===== config.mk =====
export PLATFORM = sky130hd
export DESIGN_NAME = asid_tlb
export DESIGN_NICKNAME = d
export VERILOG_FILES = /design/src/rtl/tlb_pkg.sv /design/src/rtl/tlb_lookup.sv /design/src/rtl/tlb_victim.sv /design/src/rtl/asid_tlb.sv
export SDC_FILE = /design/constraint.sdc
export NUM_CORES = 1
export LEC_CHECK = 0
export BUFFER_PORTS_ARGS = -buffer_cell sky130_fd_sc_hd__buf_2
export CORE_ASPECT_RATIO = 0.9
export CORE_UTILIZATION = 31
export CTS_CLUSTER_SIZE = 20
export DETAILED_ROUTE_END_ITERATION = 7
export SYNTH_ARGS = -nofsm -noshare
export SYNTH_HDL_FRONTEND = slang
export SYNTH_HIERARCHICAL = 1
export SYNTH_SLANG_ARGS = --single-unit

===== constraint.sdc =====
create_clock -name clk -period 6.4 [get_ports clk]
set_clock_uncertainty 0.1 [all_clocks]
set_input_delay 0.96 -clock clk [delete_from_list [all_inputs] [get_ports clk]]
set_output_delay 0.96 -clock clk [all_outputs]
set_load 0.01 [all_outputs]

===== src/rtl/tlb_pkg.sv =====
package tlb_pkg;

    typedef enum logic [1:0] {
        POL_FIFO = 2'd0,
        POL_RAND = 2'd1,
        POL_LRU  = 2'd2,
        POL_ALT  = 2'd3
    } repl_pol_e;

    localparam int unsigned LFSR_W = 16;
    localparam logic [LFSR_W-1:0] LFSR_TAPS = 16'hB400;
    localparam logic [LFSR_W-1:0] LFSR_SEED = 16'hACE1;

    // Galois step of a maximal-length 16-bit shift register
    function automatic logic [LFSR_W-1:0] lfsr_step(input logic [LFSR_W-1:0] s);
        return s[0] ? ((s >> 1) ^ LFSR_TAPS) : (s >> 1);
    endfunction

endpackage


===== src/rtl/tlb_lookup.sv =====
// Parallel tag compare over all slots with a lowest-index priority pick.
module tlb_lookup #(
    parameter int unsigned N      = 8,
    parameter int unsigned VPN_W  = 20,
    parameter int unsigned ASID_W = 8,
    parameter bit          GLB_OVR = 1'b1,
    parameter int unsigned IDX_W  = $clog2(N)
) (
    input  logic [N-1:0]             vld_i,
    input  logic [N-1:0]             glb_i,
    input  logic [N-1:0][VPN_W-1:0]  vpn_tab_i,
    input  logic [N-1:0][ASID_W-1:0] asid_tab_i,
    input  logic [VPN_W-1:0]         vpn_i,
    input  logic [ASID_W-1:0]        asid_i,
    output logic                     hit_o,
    output logic [IDX_W-1:0]         idx_o
);

    logic [N-1:0] match;

    for (genvar i = 0; i < N; i++) begin : g_cmp
        logic asid_ok;
        assign asid_ok  = (GLB_OVR && glb_i[i]) || (asid_tab_i[i] == asid_i);
        assign match[i] = vld_i[i] && (vpn_tab_i[i] == vpn_i) && asid_ok;
    end

    always_comb begin
        hit_o = |match;
        idx_o = '0;
        for (int i = N - 1; i >= 0; i--) begin
            if (match[i]) idx_o = IDX_W'(i);
        end
    end

endmodule


===== src/rtl/tlb_victim.sv =====
// Replacement state: oldest-first pointer, free-running LFSR, per-slot ages.
module tlb_victim
    import tlb_pkg::*;
#(
    parameter int unsigned N     = 8,
    parameter int unsigned IDX_W = $clog2(N)
) (
    input  logic                      clk,
    input  logic                      rst_n,
    input  logic [1:0]                pol_i,
    input  logic                      touch_en_i,
    input  logic [IDX_W-1:0]          touch_idx_i,
    input  logic                      adv_i,
    output logic [IDX_W-1:0]          victim_o,
    output logic [N-1:0][IDX_W-1:0]   age_o
);

    typedef struct packed {
        logic [IDX_W-1:0]        ptr;
        logic [LFSR_W-1:0]       lfsr;
        logic [N-1:0][IDX_W-1:0] age;
    } vic_t;

    vic_t s_d, s_q;
    repl_pol_e pol;

    assign pol = repl_pol_e'(pol_i);

    always_comb begin
        s_d      = s_q;
        s_d.lfsr = lfsr_step(s_q.lfsr);
        if (adv_i) begin
            s_d.ptr = (s_q.ptr == IDX_W'(N - 1)) ? '0 : s_q.ptr + 1'b1;
        end
        if (touch_en_i) begin
            for (int i = 0; i < N; i++) begin
                if (IDX_W'(i) == touch_idx_i) begin
                    s_d.age[i] = '0;
                end else if (s_q.age[i] < s_q.age[touch_idx_i]) begin
                    s_d.age[i] = s_q.age[i] + 1'b1;
                end
            end
        end
    end

    always_comb begin
        victim_o = s_q.ptr;
        unique case (pol)
            POL_RAND: victim_o = IDX_W'(s_q.lfsr % LFSR_W'(N));
            POL_LRU: begin
                victim_o = '0;
                for (int i = 0; i < N; i++) begin
                    if (s_q.age[i] == IDX_W'(N - 1)) victim_o = IDX_W'(i);
                end
            end
            default: victim_o = s_q.ptr;
        endcase
    end

    assign age_o = s_q.age;

    always_ff @(posedge clk or negedge rst_n) begin
        if (!rst_n) begin
            s_q.ptr  <= '0;
            s_q.lfsr <= LFSR_SEED;
            for (int i = 0; i < N; i++) s_q.age[i] <= IDX_W'(i);
        end else begin
            s_q <= s_d;
        end
    end

endmodule


===== src/rtl/asid_tlb.sv =====
module asid_tlb
    import tlb_pkg::*;
#(
    parameter int unsigned N_ENT  = 8,
    parameter int unsigned VPN_W  = 20,
    parameter int unsigned PFN_W  = 20,
    parameter int unsigned ASID_W = 8
) (
    input  logic              clk,
    input  logic              rst_n,
    input  logic [1:0]        repl_pol,
    input  logic              flush_local,
    input  logic              lk_valid,
    input  logic [VPN_W-1:0]  lk_vpn,
    input  logic [ASID_W-1:0] lk_asid,
    output logic              lk_hit,
    output logic              lk_miss,
    output logic [PFN_W-1:0]  lk_pfn,
    output logic              lk_glb,
    output logic              lk_dirty,
    output logic              lk_coh,
    input  logic              fill_en,
    input  logic [VPN_W-1:0]  fill_vpn,
    input  logic [ASID_W-1:0] fill_asid,
    input  logic [PFN_W-1:0]  fill_pfn,
    input  logic              fill_glb,
    input  logic              fill_dirty,
    input  logic              fill_coh
);

    localparam int unsigned IDX_W = $clog2(N_ENT);

    typedef struct packed {
        logic [N_ENT-1:0]             vld;
        logic [N_ENT-1:0]             glb;
        logic [N_ENT-1:0]             dty;
        logic [N_ENT-1:0]             coh;
        logic [N_ENT-1:0][VPN_W-1:0]  vpn;
        logic [N_ENT-1:0][ASID_W-1:0] asid;
        logic [N_ENT-1:0][PFN_W-1:0]  pfn;
    } tab_t;

    tab_t st_d, st_q;

    logic                          l_hit, d_hit, f_any;
    logic [IDX_W-1:0]              l_idx, d_idx, f_idx, v_idx, w_idx;
    logic                          alloc_adv, touch_en;
    logic [IDX_W-1:0]              touch_idx;
    logic [N_ENT-1:0][IDX_W-1:0]   ages;

    // Lookup path: identifier match with global override
    tlb_lookup #(
        .N(N_ENT), .VPN_W(VPN_W), .ASID_W(ASID_W), .GLB_OVR(1'b1), .IDX_W(IDX_W)
    ) u_look (
        .vld_i(st_q.vld), .glb_i(st_q.glb), .vpn_tab_i(st_q.vpn),
        .asid_tab_i(st_q.asid), .vpn_i(lk_vpn), .asid_i(lk_asid),
        .hit_o(l_hit), .idx_o(l_idx)
    );

    // Fill path: exact key match to rewrite in place
    tlb_lookup #(
        .N(N_ENT), .VPN_W(VPN_W), .ASID_W(ASID_W), .GLB_OVR(1'b0), .IDX_W(IDX_W)
    ) u_dup (
        .vld_i(st_q.vld), .glb_i(st_q.glb), .vpn_tab_i(st_q.vpn),
        .asid_tab_i(st_q.asid), .vpn_i(fill_vpn), .asid_i(fill_asid),
        .hit_o(d_hit), .idx_o(d_idx)
    );

    tlb_victim #(
        .N(N_ENT), .IDX_W(IDX_W)
    ) u_vic (
        .clk(clk), .rst_n(rst_n), .pol_i(repl_pol),
        .touch_en_i(touch_en), .touch_idx_i(touch_idx), .adv_i(alloc_adv),
        .victim_o(v_idx), .age_o(ages)
    );

    // Lowest-numbered free slot
    always_comb begin
        f_any = ~&st_q.vld;
        f_idx = '0;
        for (int i = N_ENT - 1; i >= 0; i--) begin
            if (!st_q.vld[i]) f_idx = IDX_W'(i);
        end
    end

    always_comb begin
        w_idx     = d_hit ? d_idx : (f_any ? f_idx : v_idx);
        alloc_adv = fill_en && !d_hit && !f_any;
        touch_en  = fill_en || (lk_valid && l_hit);
        touch_idx = fill_en ? w_idx : l_idx;
    end

    always_comb begin
        st_d = st_q;
        if (flush_local) st_d.vld = st_q.vld & st_q.glb;
        if (fill_en) begin
            st_d.vld[w_idx]  = 1'b1;
            st_d.glb[w_idx]  = fill_glb;
            st_d.dty[w_idx]  = fill_dirty;
            st_d.coh[w_idx]  = fill_coh;
            st_d.vpn[w_idx]  = fill_vpn;
            st_d.asid[w_idx] = fill_asid;
            st_d.pfn[w_idx]  = fill_pfn;
        end
    end

    always_ff @(posedge clk or negedge rst_n) begin
        if (!rst_n) st_q <= '0;
        else        st_q <= st_d;
    end

    always_comb begin
        lk_hit   = lk_valid && l_hit;
        lk_miss  = lk_valid && !l_hit;
        lk_pfn   = l_hit ? st_q.pfn[l_idx] : '0;
        lk_glb   = l_hit && st_q.glb[l_idx];
        lk_dirty = l_hit && st_q.dty[l_idx];
        lk_coh   = l_hit && st_q.coh[l_idx];
    end

    // Flat views of the table for the bound checker
    logic [N_ENT-1:0]             ent_vld, ent_glb;
    logic [N_ENT-1:0][VPN_W-1:0]  ent_vpn;
    logic [N_ENT-1:0][ASID_W-1:0] ent_asid;
    assign ent_vld  = st_q.vld;
    assign ent_glb  = st_q.glb;
    assign ent_vpn  = st_q.vpn;
    assign ent_asid = st_q.asid;

endmodule


==> impl_metrics.py, run 1 <==
metrics = {
    "outcome": {
        "status": "finished, final reports clean",
    },
    "run": {
        "maxCapViolations": 0,
    },
    "clock_network": {
        "ctsHoldBuffers": 0,
        "cts_tree": "yes",
        "clk_pin_slew_worst_paths_ps": 60,
        "insertion_delay_ps": 630,
        "htree_levels": 2,
        "root_buffer": "clkbuf_16",
        "cts_setup_buffers": 0,
        "cts_resized": 0,
        "numCtsBuffers": 52,
        "clock_path_buffers": 3,
        "cts.sinks": 459,
    },
    "floorplan": {
        "fp-row-count": 99,
        "coreArea_um2": 81010,
        "ios": 111,
        "fp.dieW_um": 303.4,
        "start_util": 0.3129,
        "fp.dieH_um": 273.3,
        "dieArea_um2": 82900,
    },
    "synthesis": {
        "syn_nets": 2084,
        "syn_avg_cell_area_um2": 12.91,
        "ys_warn_count": 6,
        "synth_cells": 1963,
        "netlist_area_um2": 25340,
    },
    "sta": {
        "finalCriticalPeriod_ps": 5919,
        "fin_crit_sh": 0.9249,
        "final_hold_viol_count": 0,
        "slew_violations": 0,
        "worst_slack_ps": 480.9,
        "setup_viol": 0,
        "setup-tns-final_ps": 0,
        "tightest_slew_ps": 1280,
        "maxSlewHeadroom": 0.1391,
        "rsz0062_at_grt": "no",
        "max_clock_freq_mhz": 168.9,
    },
    "worst_setup_path": {
        "slowest_delay_ps": 680,
        "worst-endpoint-arrival_ps": 4860,
        "worst_setup_path_start_kind": "primary input",
        "cp_max_fo": 46,
        "worst_r2r_endpoint": "u_vic/age_o[2]",
        "cp.required_ps": 5340,
        "crit_type": "in -> out",
        "cp_slowest_cell": "nor4_1",
        "rrSetupSlack_ps": 1270,
        "path_cells": "buf_2, xor2_1, nor4_1, nand4_1, nor3_2, a21oi_1, o21ai_1, a21oi_1, nor2_4, buf_12, mux4_2, mux2i_1, nor2b_1, buf_2",
        "rr_worst_depth": 16,
        "crit_path_end_kind": "output port",
    },
    "drt": {
        "drt_iter0_drc": 1532,
        "wl_per_cell_um": 26.00,
        "first_pass_iters": 5,
        "dr_total_vias": 16850,
        "wirelength_um": 82560,
        "route.detailed.drc": 0,
        "via_per_inst": 5.304,
        "ant_nets": 0,
    },
    "layout": {
        "drive_gt1_frac": 0.3463,
        "final_area_um2": 28880,
        "multi_input_area_um2": 13090,
        "ff_latch_area_um2": 11510,
        "nFillCells": 7919,
        "fin_nets": 2193,
        "area_delta_synth_final_pct": 13.95,
    },
    "placement": {
        "dpl_worst_slack_ps": 531.8,
        "dpl_cell_area_um2": 27130,
        "gp_congestion": 0.9570,
        "io_buffers": 110,
        "dp_hpwl_um": 58040,
    },
    "power_and_ir_drop": {
        "p_int_uw": 7468,
        "p_leak_uw": 0.01262,
        "power_switching_uw": 3984,
        "powerDensity_nw_per_um2": 396.5,
        "netSwitchingFraction": 0.3479,
        "power_frac_seq": 0.410,
        "vdd_ir_drop_max_mv": 0.2182,
        "p_clk_frac": 0.264,
        "comb_power_share": 0.326,
    },
    "global_routing": {
        "antenna_found_initial": 10,
        "grt_usage": 0.1995,
        "grt_first_pass_wirelength_um": 120800,
        "grt_overflow": 0,
        "first_global_vias": 17380,
        "grt_max_degree": 163,
    },
    "hold_path": {
        "worstHoldStart": "u_vic/s_q[32]",
        "min_path_cells": 0,
        "min_to": "u_vic/s_q[31]",
        "hold_path.class": "reg -> reg",
    },
}
-- per-layer routing --
metal / up-vias / wire, um / track usage
li1: 7239 / - / -
met1: 8897 / 37260 / 0.2842
met2: 569 / 36910 / 0.3015
met3: 124 / 6269 / 0.04683
met4: 16 / 2029 / 0.05408
met5: - / 94 / 0
-- cells in the final DEF, fill, tap and decap left out, types with 14 or more instances in the layout --
cell type	n
dfrtp_1	439
mux2_2	366
xor2_1	262
xnor2_1	186
buf_2	109
nor4_1	64
buf_4	59
nand4_1	56
mux2_1	52
clkbuf_16	52
mux4_2	50
ha_1	35
nand2_1	29
mux2i_1	28
nor2b_1	28
nand3_1	25
a21oi_1	22
dfstp_2	20
nor2_1	17
a22o_1	15
nand2b_1	14
o21ai_0	14
clkbuf_8	14
nor3_1	14
-- worst max-delay path: cells and delay by family --
| family | cells | cell delay [ps] |
|---|---|---|
| multiplexers | 2 | 820 |
| AO/OA/AOI/OAI | 3 | 390 |
| XOR/XNOR | 1 | 120 |
| AND/OR/NAND/NOR | 5 | 1680 |
| buffers and inverters | 3 | 780 |
-- area by class of cell --
type / count / area share
inverters: 12 / 0.001560
clock buffers: 77 / 0.05316
clock inverters: 19 / 0.007192
flip-flops and latches: 459 / 0.3986
multi-input cells: 1370 / 0.4531
well taps: 1060 / 0.04592
repair buffers: 177 / 0.04029
diodes: 2 / 0.0001733
-- how the worst max path moves through the flow --
stage	from	to	cells after the start
3_5_place_dp	lk_asid[2]	u_vic/age_o[2]	17
6_report	lk_vpn[0]	lk_pfn[1]	14
5_1_grt	lk_vpn[3]	lk_pfn[1]	14
3_3_place_gp	lk_vpn[3]	lk_pfn[1]	14
4_1_cts	lk_vpn[3]	lk_pfn[1]	14
2_1_floorplan	lk_vpn[3]	u_vic/age_o[2]	21
-- metrics by stage --
step                      hold WS (ps)    util  total power [uW]  instances
final                            252.4  0.3565             11450       3176
after global routing             258.1  0.3564             12020       3174
after CTS                        257.6  0.3564             11490       3174
after detailed placement         245.3  0.3349              8413       3078
after global placement           235.8  0.3349              8255       3078
after floorplan                  231.2       -              7115       1963
-- power groups by stage --
stage	Sequential, uW	Combinational [uW]	Clock (uW)
2_1_floorplan	4400	2710	0
3_3_place_gp	4650	3600	0
3_5_place_dp	4720	3690	0
4_1_cts	4670	3710	3110
5_1_grt	4810	4000	3220
6_report	4690	3730	3030
Note: power is estimated with default switching activity, not from simulation.
==> inputs of run 2 (changes only) <==
--- a/config.mk
+++ b/config.mk
@@ -7,9 +7,11 @@
 export LEC_CHECK = 0
 export BUFFER_PORTS_ARGS = -buffer_cell sky130_fd_sc_hd__buf_2
 export CORE_ASPECT_RATIO = 0.9
+export CORE_MARGIN = 1.5
 export CORE_UTILIZATION = 31
 export CTS_CLUSTER_SIZE = 20
 export DETAILED_ROUTE_END_ITERATION = 7
+export SLEW_MARGIN = 40
 export SYNTH_ARGS = -nofsm -noshare
 export SYNTH_HDL_FRONTEND = slang
 export SYNTH_HIERARCHICAL = 1
==> run 2 against run 1 <==
Against the previous run: global-route usage decreased by 0.77 points; power is 1.4% higher; largest power group unchanged; combinational power is 2% higher; highest routed layer unchanged; sequential power is essentially flat; wire length down 2.7%; maximum frequency rose by 0.31%; sequential share of layout area hardly changed.
==> impl_metrics.py, run 2 (same netlist as run 1, synthesis figures left out) <==
metrics = {
    "global_routing": {
        "grt_first_pass_wirelength_um": 119500,
        "grt_usage": 0.1919,
        "grt_overflow": 0,
        "grt_max_degree": 165,
        "first_global_vias": 17220,
        "antenna_found_initial": 7,
    },
    "drt": {
        "first_pass_iters": 5,
        "ant_nets": 0,
        "dr_total_vias": 16720,
        "drt_iter0_drc": 1518,
        "via_per_inst": 5.294,
        "wl_per_cell_um": 25.44,
        "wirelength_um": 80340,
        "route.detailed.drc": 0,
    },
    "sta": {
        "finalCriticalPeriod_ps": 5901,
        "holdWs_ps": 147.2,
        "final_hold_viol_count": 0,
        "fin_crit_sh": 0.9220,
        "tightest_slew_ps": 973.2,
        "maxSlewHeadroom": 0.3452,
        "slew_violations": 0,
        "setup-tns-final_ps": 0,
        "setup_viol": 0,
        "max_clock_freq_mhz": 169.5,
        "worst_slack_ps": 499.1,
        "rsz0062_at_grt": "no",
    },
    "clock_network": {
        "cts.sinks": 459,
        "numCtsBuffers": 52,
        "cts_resized": 0,
        "clock_path_buffers": 3,
        "htree_levels": 2,
        "insertion_delay_ps": 620,
        "clk_pin_slew_worst_paths_ps": 60,
        "cts_tree": "yes",
        "cts_setup_buffers": 0,
        "ctsHoldBuffers": 0,
        "root_buffer": "clkbuf_16",
    },
    "placement": {
        "gp_congestion": 1.004,
        "dp.cells": 3066,
        "io_buffers": 110,
        "dpl_cell_area_um2": 27070,
        "dpl_worst_slack_ps": 287.0,
        "dp_hpwl_um": 56990,
    },
    "power_and_ir_drop": {
        "vdd_ir_drop_max_mv": 0.2245,
        "powerDensity_nw_per_um2": 402.1,
        "p_leak_uw": 0.01260,
    },
    "layout": {
        "finalNonFillerCells": 3158,
        "nFillCells": 7906,
        "final_area_um2": 28890,
        "n_antenna_cell": 0,
        "final_common_cell": "dfrtp_1",
        "drive_gt1_frac": 0.3432,
        "layout_common_cells": "439 x dfrtp_1, 366 x mux2_2, 262 x xor2_1",
        "area_delta_synth_final_pct": 13.98,
        "fin_nets": 2182,
    },
    "hold_path": {
        "hold_path.class": "in -> async",
    },
    "worst_setup_path": {
        "crit_type": "in -> out",
        "worst_setup_path_start_kind": "primary input",
        "worst-endpoint-arrival_ps": 4840,
        "cp_max_fo": 30,
        "crit_path_end_kind": "output port",
        "cp.required_ps": 5340,
    },
    "outcome": {
        "status": "finished, final reports clean",
    },
    "floorplan": {
        "fp.dieW_um": 304.4,
        "dieArea_um2": 83480,
        "start_util": 0.3129,
        "ios": 111,
        "fp.dieH_um": 274.3,
        "fp-row-count": 99,
        "coreArea_um2": 81010,
    },
    "run": {
        "maxCapViolations": 0,
    },
}
## run 2: power breakdown
group | switching [uW] | internal [uW] | total (uW)
combinational | 1890 | 1910 | 3790
clock | 1250 | 1870 | 3120
sequential | 902 | 3800 | 4700
total | 4040 | 7580 | 11600
## run 2: critical path, cell delays in order
cell	delay (ps)
buf_2	300
xor2_1	110
nor4_1	460
nand4_1	350
nor4_1	400
o21ai_1	140
and2_1	230
a21oi_4	200
buf_4	310
buf_4	480
mux4_2	370
mux2i_1	260
nor2b_1	80
buf_2	150
## run 2: worst paths after layout
| kind | start | endpoint | slack [ps] | cells after the start |
|---|---|---|---|---|
| setup / recovery | lk_vpn[9] | lk_pfn[14] | 500 | 14 |
| hold / removal | rst_n | async pin | 150 | 1 |
| setup reg to reg | flip-flop | u_vic/age_o[12] | 1130 | 19 |
| hold reg to reg | u_vic/s_q[36] | u_vic/s_q[35] | 250 | 0 |
| max in group asynchronous | rst_n | async pin | 4470 | 4 |
| min in group clk | u_vic/s_q[36] | u_vic/s_q[35] | 250 | 0 |
## run 2: final cells by class
cell class,count,area [um2],area share
Clock buffer,70,1480,0.05124
Tap cell,1060,1326,0.04591
Inverter,12,45.04,0.001559
Sequential cell,459,11510,0.3985
Multi-Input combinational cell,1370,13090,0.4533
Clock inverter,21,305.3,0.01057
Timing Repair Buffer,166,1125,0.03894
## run 2: layer usage
layer | GRT usage | share of wire | vias to the layer above
li1 | - | - | 7209
met1 | 0.2777 | 0.46 | 8838
met2 | 0.2924 | 0.44 | 548
met3 | 0.03687 | 0.069 | 111
met4 | 0.05013 | 0.024 | 12
met5 | 0 | 0.00086 | -
## run 2: per-stage QoR
step | power [uW] | util
after global placement | 8321 | 0.3335
final | 11610 | 0.3566
after global routing | 12170 | 0.3566
after floorplan | 7115 | -
after CTS | 11640 | 0.3562
after detailed placement | 8469 | 0.3342
==> inputs of run 3 (changes only) <==
--- a/config.mk
+++ b/config.mk
@@ -6,11 +6,14 @@
 export NUM_CORES = 1
 export LEC_CHECK = 0
 export BUFFER_PORTS_ARGS = -buffer_cell sky130_fd_sc_hd__buf_2
+export CELL_PAD_IN_SITES_DETAIL_PLACEMENT = 0
+export CELL_PAD_IN_SITES_GLOBAL_PLACEMENT = 1
 export CORE_ASPECT_RATIO = 0.9
 export CORE_MARGIN = 1.5
 export CORE_UTILIZATION = 31
 export CTS_CLUSTER_SIZE = 20
 export DETAILED_ROUTE_END_ITERATION = 7
+export PLACE_DENSITY_LB_ADDON = 0.1
 export SLEW_MARGIN = 40
 export SYNTH_ARGS = -nofsm -noshare
 export SYNTH_HDL_FRONTEND = slang
==> run 3 against run 2 <==
Against the previous run: non-clock buffer count increased by 26; die area is the same; critical path depth rose by 2; setup slack got worse by 100 ps; critical endpoint is now lk_dirty; hold slack got worse by 19 ps; power increased by 1.0%; largest cell class unchanged; register-to-register slack gained 110 ps; wire length increased by 8.6%.
==> impl_metrics.py, run 3 (same netlist as run 1, synthesis figures left out) <==
metrics = {
    "placement": {
        "dp_hpwl_um": 61740,
        "dpl_worst_slack_ps": 361.4,
        "gp_congestion": 0.9266,
        "io_buffers": 110,
    },
    "drt": {
        "drt_iter0_drc": 1200,
        "wirelength_um": 87220,
        "ant_nets": 0,
        "dr_total_vias": 16480,
        "route.detailed.drc": 0,
        "wl_per_cell_um": 27.26,
        "first_pass_iters": 7,
        "via_per_inst": 5.151,
    },
    "clock_network": {
        "ctsHoldBuffers": 0,
        "clk_pin_slew_worst_paths_ps": 60,
        "numCtsBuffers": 55,
        "clock_path_buffers": 3,
        "htree_levels": 2,
        "cts_tree": "yes",
        "cts_setup_buffers": 0,
        "cts_resized": 0,
        "insertion_delay_ps": 660,
        "root_buffer": "clkbuf_16",
        "cts.sinks": 459,
    },
    "worst_setup_path": {
        "cp.required_ps": 5340,
        "crit_path_start": "lk_vpn[17]",
        "path_cells": "buf_2, buf_4, xor2_1, nor4_1, nand3_1, nor4_1, buf_4, o21ai_1, o21ai_1, a21oi_1, nor2_4, buf_12, mux4_2, mux2i_1, nor2b_1, buf_2",
        "slowest_delay_ps": 700,
        "cp_slowest_cell": "nor4_1",
        "worst-endpoint-arrival_ps": 4950,
        "crit_path_end_kind": "output port",
        "cp_max_fo": 46,
        "worst_setup_path_start_kind": "primary input",
        "crit_type": "in -> out",
    },
    "power_and_ir_drop": {
        "powerDensity_nw_per_um2": 401.4,
        "finalPower_uw": 11740,
        "vdd_ir_drop_max_mv": 0.2242,
        "p_leak_uw": 0.01278,
    },
    "layout": {
        "drive_gt1_frac": 0.3535,
        "layout_common_cells": "439 x dfrtp_1, 366 x mux2_2, 262 x xor2_1",
        "area_delta_synth_final_pct": 15.37,
        "fin_nets": 2211,
        "final_common_cell": "dfrtp_1",
    },
    "global_routing": {
        "grt_usage": 0.2105,
        "first_global_vias": 17040,
        "grt_overflow": 0,
        "antenna_found_initial": 5,
        "grt_max_degree": 114,
        "grt_first_pass_wirelength_um": 127100,
    },
    "floorplan": {
        "fp.dieH_um": 274.3,
        "fp-row-count": 99,
        "fp.dieW_um": 304.4,
        "coreArea_um2": 81010,
        "dieArea_um2": 83480,
        "ios": 111,
        "start_util": 0.3129,
    },
    "sta": {
        "tightest_slew_ps": 896.8,
        "max_clock_freq_mhz": 166.5,
        "setup_viol": 0,
        "rsz0062_at_grt": "no",
        "setup-tns-final_ps": 0,
        "worst_slack_ps": 394.3,
        "final_hold_viol_count": 0,
        "slew_violations": 0,
        "maxSlewHeadroom": 0.3966,
        "fin_crit_sh": 0.9384,
        "finalCriticalPeriod_ps": 6006,
    },
    "hold_path": {
        "hold_path.class": "in -> async",
    },
    "run": {
        "maxCapViolations": 0,
    },
    "outcome": {
        "status": "finished, final reports clean",
    },
}
-- run 3: cell count changes in the layout (fill, tap and decap cells not counted), sizes merged, moves of 2 or more --
cell,previous run,this run
diode,0,3
bufinv,6,4
clkinv,10,18
inv,15,12
clkbuf,70,80
buf,166,192
-- run 3: area by class of cell --
type                       instances  area, um2
multi-input combinational       1370      13110
clock buffer                      80       1590
inverter                          12      45.04
fill                            7948      51770
timing repair buffer             192       1354
clock inverter                    23      296.5
tap                             1060       1326
antenna                            3      7.507
sequential                       459      11510
-- run 3: worst max-delay path: cells and delay by family --
kind | cells | cell delay (ps)
compound gates | 3 | 280
xor+xnor | 1 | 200
buf+inv | 5 | 1060
mux | 2 | 820
simple gates | 5 | 1560
-- run 3: worst paths after layout --
path	depth (start not counted)	to	slack (ps)
setup / recovery	16	lk_dirty	390
hold / removal	1	async pin	130
setup reg to reg	17	u_vic/age_o[2]	1240
hold reg to reg	0	u_vic/s_q[35]	260
max in group asynchronous	3	async pin	4680
min in group clk	0	u_vic/s_q[35]	260
-- run 3: where the power goes --
part,switching (uW),total (uW),internal (uW)
sequential,852,4660,3800
clock,1350,3240,1900
combinational,1900,3830,1940
-- run 3: routing by layer --
metal	routed length [um]	vias up	share of wire	track usage
met5	128	-	0.0015	0.008508
met4	2167	6	0.025	0.05289
met3	6143	125	0.070	0.04638
met2	36720	415	0.42	0.3066
met1	42060	8647	0.48	0.3124
li1	-	7284	-	-
-- run 3: per-stage QoR --
stage	utilization	cells	hold WS (ps)	area [um2]
finish	0.3609	3199	128.0	29240
global route	0.3608	3196	133.2	29230
CTS	0.3605	3195	259.1	29200
detailed placement	0.3372	3092	239.4	27320
global placement	0.3369	3092	244.5	27290
floorplan	-	1963	231.2	25340
